### config.mk
export PLATFORM = sky130hd
export DESIGN_NAME = lag_addr_gen
export DESIGN_NICKNAME = d
export VERILOG_FILES = /design/src/rtl/lag_pkg.sv /design/src/rtl/lag_cfg_latch.sv /design/src/rtl/lag_orient_map.sv /design/src/rtl/lag_addr_calc.sv /design/src/rtl/lag_addr_gen.sv
export SDC_FILE = /design/constraint.sdc
export NUM_CORES = 1
export LEC_CHECK = 0
export ABC_AREA = 1
export BUFFER_PORTS_ARGS = -buffer_cell sky130_fd_sc_hd__buf_2
export CAP_MARGIN = 25
export CORE_MARGIN = 3
export CORE_UTILIZATION = 63
export CTS_CLUSTER_SIZE = 40
export DETAILED_ROUTE_END_ITERATION = 8
export PLACE_DENSITY = 0.81
export SLEW_MARGIN = 20
export SYNTH_ARGS = -nofsm -noshare
export SYNTH_HDL_FRONTEND = slang
export SYNTH_HIERARCHICAL = 1
export SYNTH_SLANG_ARGS = --single-unit
export TNS_END_PERCENT = 50
### constraint.sdc
create_clock -name clk -period 24.4 [get_ports clk]
set_input_delay 1.22 -clock clk [delete_from_list [all_inputs] [get_ports clk]]
set_output_delay 1.22 -clock clk [all_outputs]
set_load 0.05 [all_outputs]
### src/rtl/lag_pkg.sv
package lag_pkg;

  // Orientation code decomposition: a code is an optional axis swap
  // followed by optional reversal of the source x and y axes.
  function automatic logic orient_swaps(input logic [2:0] code);
    return code[0];
  endfunction

  function automatic logic orient_rev_x(input logic [2:0] code);
    return code[1] ^ (code[2] & ~code[0]);
  endfunction

  function automatic logic orient_rev_y(input logic [2:0] code);
    return (code[1] ^ code[0]) ^ (code[2] & code[0]);
  endfunction

endpackage

### src/rtl/lag_cfg_latch.sv
module lag_cfg_latch
  import lag_pkg::*;
#(
  parameter int ADDR_W  = 32,
  parameter int CRD_W   = 16,
  parameter int PITCH_W = 15,
  parameter int BPP_W   = 3
) (
  input  logic                 clk,
  input  logic                 rst,
  input  logic                 load,
  input  logic [2:0]           orient,
  input  logic [1:0]           plane_sel,
  input  logic                 three_plane,
  input  logic [BPP_W-1:0]     bpp,
  input  logic [ADDR_W-1:0]    base0,
  input  logic [ADDR_W-1:0]    base1,
  input  logic [ADDR_W-1:0]    base2,
  input  logic [2*CRD_W-1:0]   crop_pos,
  input  logic [2*CRD_W-1:0]   win_size,
  input  logic [2*PITCH_W-1:0] pitch_word,
  output logic                 size_ok,
  output logic [2:0]           orient_q,
  output logic [BPP_W-1:0]     bpp_q,
  output logic [ADDR_W-1:0]    base_q,
  output logic [CRD_W-1:0]     cx_q,
  output logic [CRD_W-1:0]     cy_q,
  output logic [CRD_W-1:0]     w_q,
  output logic [CRD_W-1:0]     h_q,
  output logic [PITCH_W-1:0]   pitch_q,
  output logic [CRD_W-1:0]     ow_m1_q,
  output logic [CRD_W-1:0]     oh_m1_q
);

  logic               chroma;
  logic [CRD_W-1:0]   cx_d, cy_d, w_d, h_d;
  logic [PITCH_W-1:0] pitch_d;
  logic [ADDR_W-1:0]  base_d;

  assign chroma = three_plane && (plane_sel != 2'd0);

  always_comb begin
    cx_d    = crop_pos[CRD_W-1:0];
    cy_d    = crop_pos[2*CRD_W-1:CRD_W];
    w_d     = win_size[CRD_W-1:0];
    h_d     = win_size[2*CRD_W-1:CRD_W];
    pitch_d = pitch_word[PITCH_W-1:0];
    if (chroma) begin
      cx_d    = cx_d >> 1;
      cy_d    = cy_d >> 1;
      w_d     = w_d >> 1;
      h_d     = h_d >> 1;
      pitch_d = pitch_word[2*PITCH_W-1:PITCH_W] >> 1;
    end
    case (plane_sel)
      2'd0:    base_d = base0;
      2'd1:    base_d = base1;
      default: base_d = base2;
    endcase
  end

  assign size_ok = (w_d != '0) && (h_d != '0);

  always_ff @(posedge clk) begin
    if (rst) begin
      orient_q <= '0;
      bpp_q    <= '0;
      base_q   <= '0;
      cx_q     <= '0;
      cy_q     <= '0;
      w_q      <= '0;
      h_q      <= '0;
      pitch_q  <= '0;
      ow_m1_q  <= '0;
      oh_m1_q  <= '0;
    end else if (load) begin
      orient_q <= orient;
      bpp_q    <= bpp;
      base_q   <= base_d;
      cx_q     <= cx_d;
      cy_q     <= cy_d;
      w_q      <= w_d;
      h_q      <= h_d;
      pitch_q  <= pitch_d;
      ow_m1_q  <= orient_swaps(orient) ? h_d - 1'b1 : w_d - 1'b1;
      oh_m1_q  <= orient_swaps(orient) ? w_d - 1'b1 : h_d - 1'b1;
    end
  end

endmodule

### src/rtl/lag_orient_map.sv
module lag_orient_map
  import lag_pkg::*;
#(
  parameter int CRD_W = 16
) (
  input  logic [2:0]       orient,
  input  logic [CRD_W-1:0] ox,
  input  logic [CRD_W-1:0] oy,
  input  logic [CRD_W-1:0] w,
  input  logic [CRD_W-1:0] h,
  output logic [CRD_W-1:0] sx,
  output logic [CRD_W-1:0] sy
);

  logic [CRD_W-1:0] a, b;

  always_comb begin
    a  = orient_swaps(orient) ? oy : ox;
    b  = orient_swaps(orient) ? ox : oy;
    sx = orient_rev_x(orient) ? (w - 1'b1 - a) : a;
    sy = orient_rev_y(orient) ? (h - 1'b1 - b) : b;
  end

endmodule

### src/rtl/lag_addr_calc.sv
module lag_addr_calc #(
  parameter int ADDR_W  = 32,
  parameter int CRD_W   = 16,
  parameter int PITCH_W = 15,
  parameter int BPP_W   = 3
) (
  input  logic [ADDR_W-1:0]  base,
  input  logic [CRD_W-1:0]   cx,
  input  logic [CRD_W-1:0]   cy,
  input  logic [CRD_W-1:0]   sx,
  input  logic [CRD_W-1:0]   sy,
  input  logic [PITCH_W-1:0] pitch,
  input  logic [BPP_W-1:0]   bpp,
  output logic [ADDR_W-1:0]  addr
);

  logic [ADDR_W-1:0] row, col, pix;

  always_comb begin
    row  = ADDR_W'(cy) + ADDR_W'(sy);
    col  = ADDR_W'(cx) + ADDR_W'(sx);
    pix  = row * ADDR_W'(pitch) + col;
    addr = base + pix * ADDR_W'(bpp);
  end

endmodule

### src/rtl/lag_addr_gen.sv
module lag_addr_gen #(
  parameter int ADDR_W  = 32,
  parameter int CRD_W   = 16,
  parameter int PITCH_W = 15,
  parameter int BPP_W   = 3
) (
  input  logic                 clk,
  input  logic                 rst,
  input  logic                 start,
  input  logic [2:0]           orient,
  input  logic [1:0]           plane_sel,
  input  logic                 three_plane,
  input  logic [BPP_W-1:0]     bpp,
  input  logic [ADDR_W-1:0]    base0,
  input  logic [ADDR_W-1:0]    base1,
  input  logic [ADDR_W-1:0]    base2,
  input  logic [2*CRD_W-1:0]   crop_pos,
  input  logic [2*CRD_W-1:0]   win_size,
  input  logic [2*PITCH_W-1:0] pitch_word,
  input  logic                 addr_ready,
  output logic                 addr_valid,
  output logic [ADDR_W-1:0]    addr,
  output logic                 addr_last,
  output logic                 busy
);

  logic               size_ok, accept, advance, at_end;
  logic               active;
  logic [CRD_W-1:0]   ox, oy, sx, sy;
  logic [2:0]         c_orient;
  logic [BPP_W-1:0]   c_bpp;
  logic [ADDR_W-1:0]  c_base, next_addr;
  logic [CRD_W-1:0]   c_cx, c_cy, c_w, c_h, c_ow_m1, c_oh_m1;
  logic [PITCH_W-1:0] c_pitch;

  assign busy    = active | addr_valid;
  assign accept  = start && !busy && size_ok;
  assign advance = active && (!addr_valid || addr_ready);
  assign at_end  = (ox == c_ow_m1) && (oy == c_oh_m1);

  lag_cfg_latch #(
    .ADDR_W(ADDR_W), .CRD_W(CRD_W), .PITCH_W(PITCH_W), .BPP_W(BPP_W)
  ) u_cfg (
    .clk(clk), .rst(rst), .load(accept),
    .orient(orient), .plane_sel(plane_sel), .three_plane(three_plane),
    .bpp(bpp), .base0(base0), .base1(base1), .base2(base2),
    .crop_pos(crop_pos), .win_size(win_size), .pitch_word(pitch_word),
    .size_ok(size_ok), .orient_q(c_orient), .bpp_q(c_bpp),
    .base_q(c_base), .cx_q(c_cx), .cy_q(c_cy), .w_q(c_w), .h_q(c_h),
    .pitch_q(c_pitch), .ow_m1_q(c_ow_m1), .oh_m1_q(c_oh_m1)
  );

  lag_orient_map #(.CRD_W(CRD_W)) u_map (
    .orient(c_orient), .ox(ox), .oy(oy), .w(c_w), .h(c_h),
    .sx(sx), .sy(sy)
  );

  lag_addr_calc #(
    .ADDR_W(ADDR_W), .CRD_W(CRD_W), .PITCH_W(PITCH_W), .BPP_W(BPP_W)
  ) u_calc (
    .base(c_base), .cx(c_cx), .cy(c_cy), .sx(sx), .sy(sy),
    .pitch(c_pitch), .bpp(c_bpp), .addr(next_addr)
  );

  always_ff @(posedge clk) begin
    if (rst) begin
      active     <= 1'b0;
      ox         <= '0;
      oy         <= '0;
      addr_valid <= 1'b0;
      addr       <= '0;
      addr_last  <= 1'b0;
    end else begin
      if (accept) begin
        active <= 1'b1;
        ox     <= '0;
        oy     <= '0;
      end else if (advance) begin
        if (ox == c_ow_m1) begin
          ox <= '0;
          oy <= oy + 1'b1;
        end else begin
          ox <= ox + 1'b1;
        end
        if (at_end) active <= 1'b0;
      end

      if (advance) begin
        addr_valid <= 1'b1;
        addr       <= next_addr;
        addr_last  <= at_end;
      end else if (addr_ready) begin
        addr_valid <= 1'b0;
        addr_last  <= 1'b0;
      end
    end
  end

endmodule

==> out/results.tsv, run 1 <==
metric	value	unit
status	finished clean	
worstPathRequired	24840	ps
grt_pass1_wl	125700	µm
dieArea	47130	µm²
worstRegToRegCells	53	
fin_cells	4893	
tightest_slew	1041	ps
p_int	1.629	mW
grt_antenna_before_repair	0	
syn_inst	4152	
r2r_slack	11080	ps
grt_max_degree	105	
whs	463.4	ps
ir_drop	0.0001233	V
cts_buffers	25	
drive_above_1_share	9.215	%
drcViolationCount	0	
cts-root-buf	clkbuf_16	
ys_async_sr_fraction	0	%
synth_edf_count	0	
fin_nets	4971	
synth_seq_cells	216	
rsz0062_at_grt	no	
ys_seq_area_share	15.40	%
diodes	0	
cts_max_path_buffers	3	
tns	0	ps
hold_end	addr[23]$_SDFFE_PP0P_	
finalCriticalPeriod	13320	ps
routed-via-count	26423	
hold_path.class	reg -> reg	
yosysWarnings	6	
cp_slowest_cell	xor2_1	
initial_utilization	64.47	%
wl_per_cell	15.74	µm
postRouteAntennaNets	0	
sw_frac_of_total	55.40	%
cts_resized	0	
fill_cells	3892	
end_kind	flop	
p_comb_share	77.1	%
slowest_delay	810	ps
fin_crit_sh	54.59	%
r2r-end	addr[31]$_SDFFE_PP0P_	
power.leakage	16.48	nW
slew_viol_final	0	
drt-pass1-iter-count	6	
yosys.cell_types.count	60	
globalplace.congestion	0.9841	
placeableCoreArea	43550	µm²
fin_skew	19.45	ps
hold_buffers	0	
clk_latency	570	ps
setup_viol	0	
hold_start	addr[23]$_SDFFE_PP0P_	
post_cts_buffers	0	
clk_pin_slew	60	ps
p_clk_share	11.2	%
relSlewSlack	30.36	%
postLayoutCellArea	30350	µm²
rows	76	
r2r-start	u_cfg/orient_q[0]$_SDFFE_PP0P_	
seq_area	4324	µm²
cp_max_fo	36	
p_seq_share	11.7	%
die_y	217.1	µm
first_global_vias	24995	
area_growth	8.097	%
numPortBuffers	236	
track_usage	32.76	%
netSwitchingPower	2.023	mW
utilization	69.69	%
pin_count	238	
viasPerCell	5.400	
multi_input_area	19930	µm²
hold_viol	0	
die_w	217.1	µm
power.density_cell_area	120.3	nW/µm²
synth_area	28080	µm²
fmax	75.08	MHz
arrival	13760	ps
htreeDepth	1	
cts_tree	done	
dp_hpwl	62120	µm
postRouteWirelength	77020	µm
place_area	29460	µm²
maxCapViolCount	0	
dr.first_iter.drc_count	2121	
placed_cells	4847	
cts.sinks	216	
avgSynthCellArea	6.762	µm²
critPathLaunchType	flop	
synthFlopType	dfxtp_1	
crit_type	reg -> reg	
gr-total-overflow	0	
holdPathStages	2	
synth_nets	4834	
state kept, by name, summed over array words and instances, names as in the netlist:
signal          cells
addr               32
addr_valid          1
u_cfg/base_q       32
oy                 16
u_cfg/h_q          16
ox                 16
u_cfg/pitch_q      15
addr_last           1
u_cfg/orient_q      3
u_cfg/w_q          16
u_cfg/oh_m1_q      16
u_cfg/bpp_q         3
u_cfg/cx_q         16
u_cfg/ow_m1_q      16
active              1
u_cfg/cy_q         16
Yosys cell counts, types with 45 or more instances:
cell,number,area share [%]
o211ai_1,108,2.9
o21ai_0,66,1.2
xor2_1,72,2.2
a21oi_1,174,3.1
xnor2_1,45,1.4
inv_1,820,11
nand2_1,1179,16
dfxtp_1,216,15
nor2_1,317,4.2
ha_1,193,8.6
clkbuf_1,95,1.3
nand3_1,279,5.0
fa_1,286,20
or2_2,45,1.0
metal layers:
metal  part of all wire, %  track usage [%]
met1                    44            46.93
met2                    43            49.87
met5                     0                0
met3                    11            8.755
met4                   2.2            7.523
cells in the final DEF (no fill, tap or decap), types with 6 or more instances in the layout:
master / netlist / layout
nand2_2: 12 / 12
nand3_1: 279 / 279
fa_1: 286 / 286
clkbuf_16: 0 / 25
nor2_1: 317 / 316
nand4_1: 26 / 26
nor2_2: 6 / 7
buf_4: 10 / 16
or2_2: 45 / 45
or2_0: 6 / 6
nor2_4: 6 / 6
o211ai_1: 108 / 108
nand2_1: 1179 / 1179
nand3b_1: 8 / 8
clkinv_1: 9 / 9
dfxtp_1: 216 / 216
a31oi_1: 7 / 7
ha_1: 193 / 193
a21oi_1: 174 / 174
xor2_1: 72 / 72
mux2i_1: 26 / 26
nor3_1: 27 / 27
buf_2: 18 / 236
o221ai_1: 6 / 6
o21ai_0: 66 / 66
inv_2: 11 / 11
xnor2_1: 45 / 44
o21ai_1: 10 / 10
inv_1: 820 / 818
cell type report:
type	instances	area share [%]
clock buffer	34	2.305
clock inverter	12	0.6390
inverter	841	10.43
multi-input combinational	2953	65.67
sequential	216	14.25
tap	585	2.412
timing repair buffer	252	4.288
metrics by stage:
stage	setup slack, ps	power, mW
2_1_floorplan	13670	2.526
3_3_place_gp	11470	3.141
5_1_grt	10380	4.077
3_5_place_dp	11320	3.165
6_report	11080	3.652
4_1_cts	11260	3.624
how the worst max path moves through the flow:
stage	from	to	slack, ps	depth (start not counted)
6_report	u_cfg/orient_q[0]$_SDFFE_PP0P_	addr[31]$_SDFFE_PP0P_	11080	53
5_1_grt	u_cfg/orient_q[0]$_SDFFE_PP0P_	addr[31]$_SDFFE_PP0P_	10380	53
4_1_cts	u_cfg/orient_q[0]$_SDFFE_PP0P_	addr[31]$_SDFFE_PP0P_	11260	53
3_5_place_dp	u_cfg/orient_q[0]$_SDFFE_PP0P_	addr[31]$_SDFFE_PP0P_	11320	53
3_3_place_gp	u_cfg/orient_q[0]$_SDFFE_PP0P_	addr[31]$_SDFFE_PP0P_	11470	55
2_1_floorplan	u_cfg/orient_q[0]$_SDFFE_PP0P_	addr[31]$_SDFFE_PP0P_	13670	55
power by group through the flow:
stage               clock network, mW  logic [mW]  registers [mW]
floorplan                           0        2.07           0.455
global placement                    0        2.71           0.433
detailed placement                  0        2.73           0.434
CTS                             0.415        2.78           0.427
global route                    0.429        3.22           0.432
finish                          0.410        2.81           0.428
critical path: cells and delay by family, from the launching register on:
kind / cells / cell delay, ps
adder cells (fa/ha/maj): 12 / 5310
AO/OA/AOI/OAI: 14 / 2930
AND/OR/NAND/NOR: 16 / 2350
buffers and inverters: 9 / 1150
XOR/XNOR: 2 / 1110
flip-flops: 1 / 290
cell families after synthesis:
group,synth area share (%)
multiplexers,0.9270
AO/OA/AOI/OAI,8.641
AND/OR/NAND/NOR,28.65
adder cells (fa/ha/maj),28.99
buffers and inverters,13.64
flip-flops,15.40
XOR/XNOR,3.748
(Power assumes the default switching activity.)
==> inputs of run 2 (changes only) <==
ABC_AREA = 0   (was 1)
PLACE_DENSITY = 0.82   (was 0.81)
clock period = 12.38 ns   (was 24.4 ns; I/O delays follow)
==> run 2 against run 1 <==
Register-to-register slack got worse by 11000 ps. Largest power group unchanged. Sequential power grew 99%. Highest routed layer unchanged. Sequential share of layout area is 0.55 points lower. Maximum frequency up 7.5%. Clock power increased by 81%. Design area grew 4.1%. Critical path depth up 3. First-iteration DRC count grew 13%. Core utilization is 6.7 points higher. The flow now finishes with violations (design-rule violations, negative setup slack). Clock skew rose by 15 ps. Clock-buffer cell count up 1. Worst setup slack worse by 11000 ps.
==> out/results.tsv, run 2 <==
metric	value	unit	change
fin_crit_sh	100.1	%	was 54.59%
power.leakage	15.00	nW	was 16.48 nW
end_kind	flop		unchanged
violations	design-rule violations, negative setup slack		
grt_pass1_wl	127500	µm	was 125700 µm
hold_viol	0		unchanged
hold_buffers	0		unchanged
first_global_vias	24583		was 24995
postRouteAntennaNets	0		unchanged
initial_utilization	64.64	%	was 64.47%
crit_top_cell	fa_1		
rsz0062_at_grt	yes		was no
pre_cts_slack	-424.6	ps	was 11320 ps
fmax	80.72	MHz	was 75.08 MHz
synth_seq_cells	216		unchanged
cp_max_fo	5		was 36
finalCriticalPeriod	12390	ps	was 13320 ps
tightest_slew	1019	ps	was 1041 ps
wl_per_cell	19.59	µm	was 15.74 µm
synth_nets	3982		was 4834
routed-via-count	25106		was 26423
area_growth	18.12	%	was 8.097%
die_w	212.1	µm	was 217.1 µm
synth_top_cell_by_area	fa_1		unchanged
cts-root-buf	clkbuf_16		unchanged
clk_latency	570	ps	about the same
gr-total-overflow	0		unchanged
critPathLaunchType	flop		unchanged
synth_edf_count	0		unchanged
fin_nets	4311		was 4971
yosysWarnings	6		unchanged
htreeDepth	1		unchanged
avgSynthCellArea	8.107	µm²	was 6.762 µm²
track_usage	35.10	%	was 32.76%
arrival	12890	ps	was 13760 ps
cts.sinks	216		unchanged
viasPerCell	6.006		was 5.400
ys_async_sr_fraction	0	%	unchanged
synth_area	26750	µm²	was 28080 µm²
placeableCoreArea	41390	µm²	was 43550 µm²
ys_top_cells_by_area	fa_1 21%, dfxtp_1 16%, ha_1 9.0%, nand2_1 6.8%, inv_1 5.9%		was fa_1 20%, nand2_1 16%, dfxtp_1 15%, inv_1 11%, ha_1 8.6%
postRouteWirelength	81880	µm	was 77020 µm
synth_top_area_share	21.40	%	was 20.39%
fin_skew	34.28	ps	was 19.45 ps
setup_viol	1		was 0
tns	-8.005	ps	was 0 ps
slowest_delay	540	ps	was 810 ps
status	complete, but fails checks		was finished clean
fill_cells	2924		was 3892
clk_pin_slew	60	ps	about the same
rows	74		was 76
utilization	76.36	%	was 69.69%
yosys.cell_types.count	91		was 60
grt_max_degree	181		was 105
cts_buffers	26		was 25
hold_path.class	in -> reg		was reg -> reg
globalplace.congestion	0.9685		was 0.9841
fin_ws	-8.005	ps	was 11080 ps
grt_antenna_before_repair	1		was 0
seq_area	4328	µm²	was 4324 µm²
whs	311.4	ps	was 463.4 ps
ir_drop	0.0002217	V	was 0.0001233 V
dieArea	44970	µm²	was 47130 µm²
multi_input_area	21140	µm²	was 19930 µm²
worstRegToRegCells	56		was 53
dr.first_iter.drc_count	2389		was 2121
syn_inst	3300		was 4152
crit_type	reg -> reg		unchanged
cp_slowest_cell	fa_1		was xor2_1
mostFrequentLayoutCells	484 x nand2_1, 403 x inv_1, 280 x fa_1, 246 x nor2_1, 235 x buf_2		was 1179 x nand2_1, 818 x inv_1, 316 x nor2_1, 286 x fa_1, 279 x nand3_1
worstPathRequired	12880	ps	was 24840 ps
holdPathStages	3		was 2
dp_hpwl	62670	µm	was 62120 µm
reg_top3	addr: 32 flops, u_cfg/base_q: 32 flops		unchanged
die_y	212.1	µm	was 217.1 µm
drt-pass1-iter-count	8		was 6
pin_count	238		unchanged
synthFlopType	dfxtp_1		unchanged
cts_tree	done		unchanged
numPortBuffers	236		unchanged
final_common_cell	nand2_1		unchanged
slew_viol_final	0		unchanged
ys_seq_area_share	16.16	%	was 15.40%
relSlewSlack	32.07	%	was 30.36%
drive_above_1_share	19.82	%	was 9.215%
power.density_cell_area	179.9	nW/µm²	was 120.3 nW/µm²
cts_max_path_buffers	3		unchanged
yosysMostFrequentCell	nand2_1		unchanged
drcViolationCount	1		was 0
maxCapViolCount	0		unchanged
synth_common_cells	488 x nand2_1, 420 x inv_1, 286 x fa_1		was 1179 x nand2_1, 820 x inv_1, 317 x nor2_1
-- run 2: changes by cell type after synthesis, moves of 37 or more --
| cell | delta |
|---|---|
| or2_2 | -37 |
| nand3_1 | -230 |
| nor2_1 | -63 |
| a311oi_1 | +63 |
| o21ai_0 | +47 |
| inv_1 | -400 |
| nand2_1 | -691 |
| a21o_1 | +37 |
| o211ai_1 | -99 |
| and2_1 | +157 |
| mux2i_1 | +122 |
| xnor2_1 | +49 |
-- run 2: power by group --
part	internal, mW	switching [mW]	leakage (nW)
clock	0.419	0.323	0.410
combinational	1.76	2.33	12.8
sequential	0.764	0.0884	1.77
total	2.94	2.74	15.0
-- run 2: metrics by stage --
step / cell area [µm²] / std cells / power [mW]
5_1_grt: 31600 / 4180 / 6.082
4_1_cts: 30520 / 4152 / 5.113
2_1_floorplan: 26750 / 3300 / 3.055
6_report: 31600 / 4180 / 5.686
3_5_place_dp: 29530 / 4105 / 4.265
3_3_place_gp: 29510 / 4104 / 4.150
-- run 2: what timing repair did --
action	CTS	global route
resized for setup	34	191
setup buffers	1	26
setup endpoints to repair	6	10
cloned	0	1
pin swaps	7	130
-- run 2: worst paths after layout --
| path | from | to | slack [ps] |
|---|---|---|---|
| setup / recovery | u_cfg/orient_q[0]$_SDFFE_PP0P_ | addr[31]$_SDFFE_PP0P_ | -8 |
| hold / removal | bpp[0] | u_cfg/bpp_q[0]$_SDFFE_PP0P_ | 310 |
| setup reg to reg | u_cfg/orient_q[0]$_SDFFE_PP0P_ | addr[31]$_SDFFE_PP0P_ | -8 |
| hold reg to reg | addr[9]$_SDFFE_PP0P_ | addr[9]$_SDFFE_PP0P_ | 460 |
-- run 2: critical path, delay by kind of cell (launching register included) --
| kind | cells | cell delay [ps] |
|---|---|---|
| AO/OA/AOI/OAI | 13 | 2130 |
| XOR/XNOR | 4 | 630 |
| adder cells (fa/ha/maj) | 13 | 5570 |
| buffers and inverters | 11 | 1000 |
| flip-flops | 1 | 430 |
| multiplexers | 1 | 370 |
| AND/OR/NAND/NOR | 14 | 2160 |
-- run 2: cell type report --
type | instances | area share (%)
antenna | 1 | 0.007919
clock buffer | 35 | 2.324
clock inverter | 11 | 0.2772
inverter | 420 | 4.989
multi-input combinational | 2499 | 66.91
sequential | 216 | 13.70
tap | 532 | 2.106
timing repair buffer | 466 | 9.692
-- run 2: metal layers --
metal  global-route usage [%]  share of wire (%)  up-vias
met1                    49.80                 43    12137
met4                    10.53                3.3        0
met5                        0                  0        -
met3                    6.006                8.8      191
li1                         -                  -    11543
met2                    55.41                 45     1235
-- run 2: kinds of logic after synthesis --
kind of cell | Yosys count | share of synthesized area (%)
compound gates | 550 | 13.91
xor+xnor | 150 | 4.995
fa+ha+maj | 479 | 30.43
buf+inv | 585 | 8.386
flops | 216 | 16.16
mux | 150 | 5.622
simple gates | 1170 | 20.50
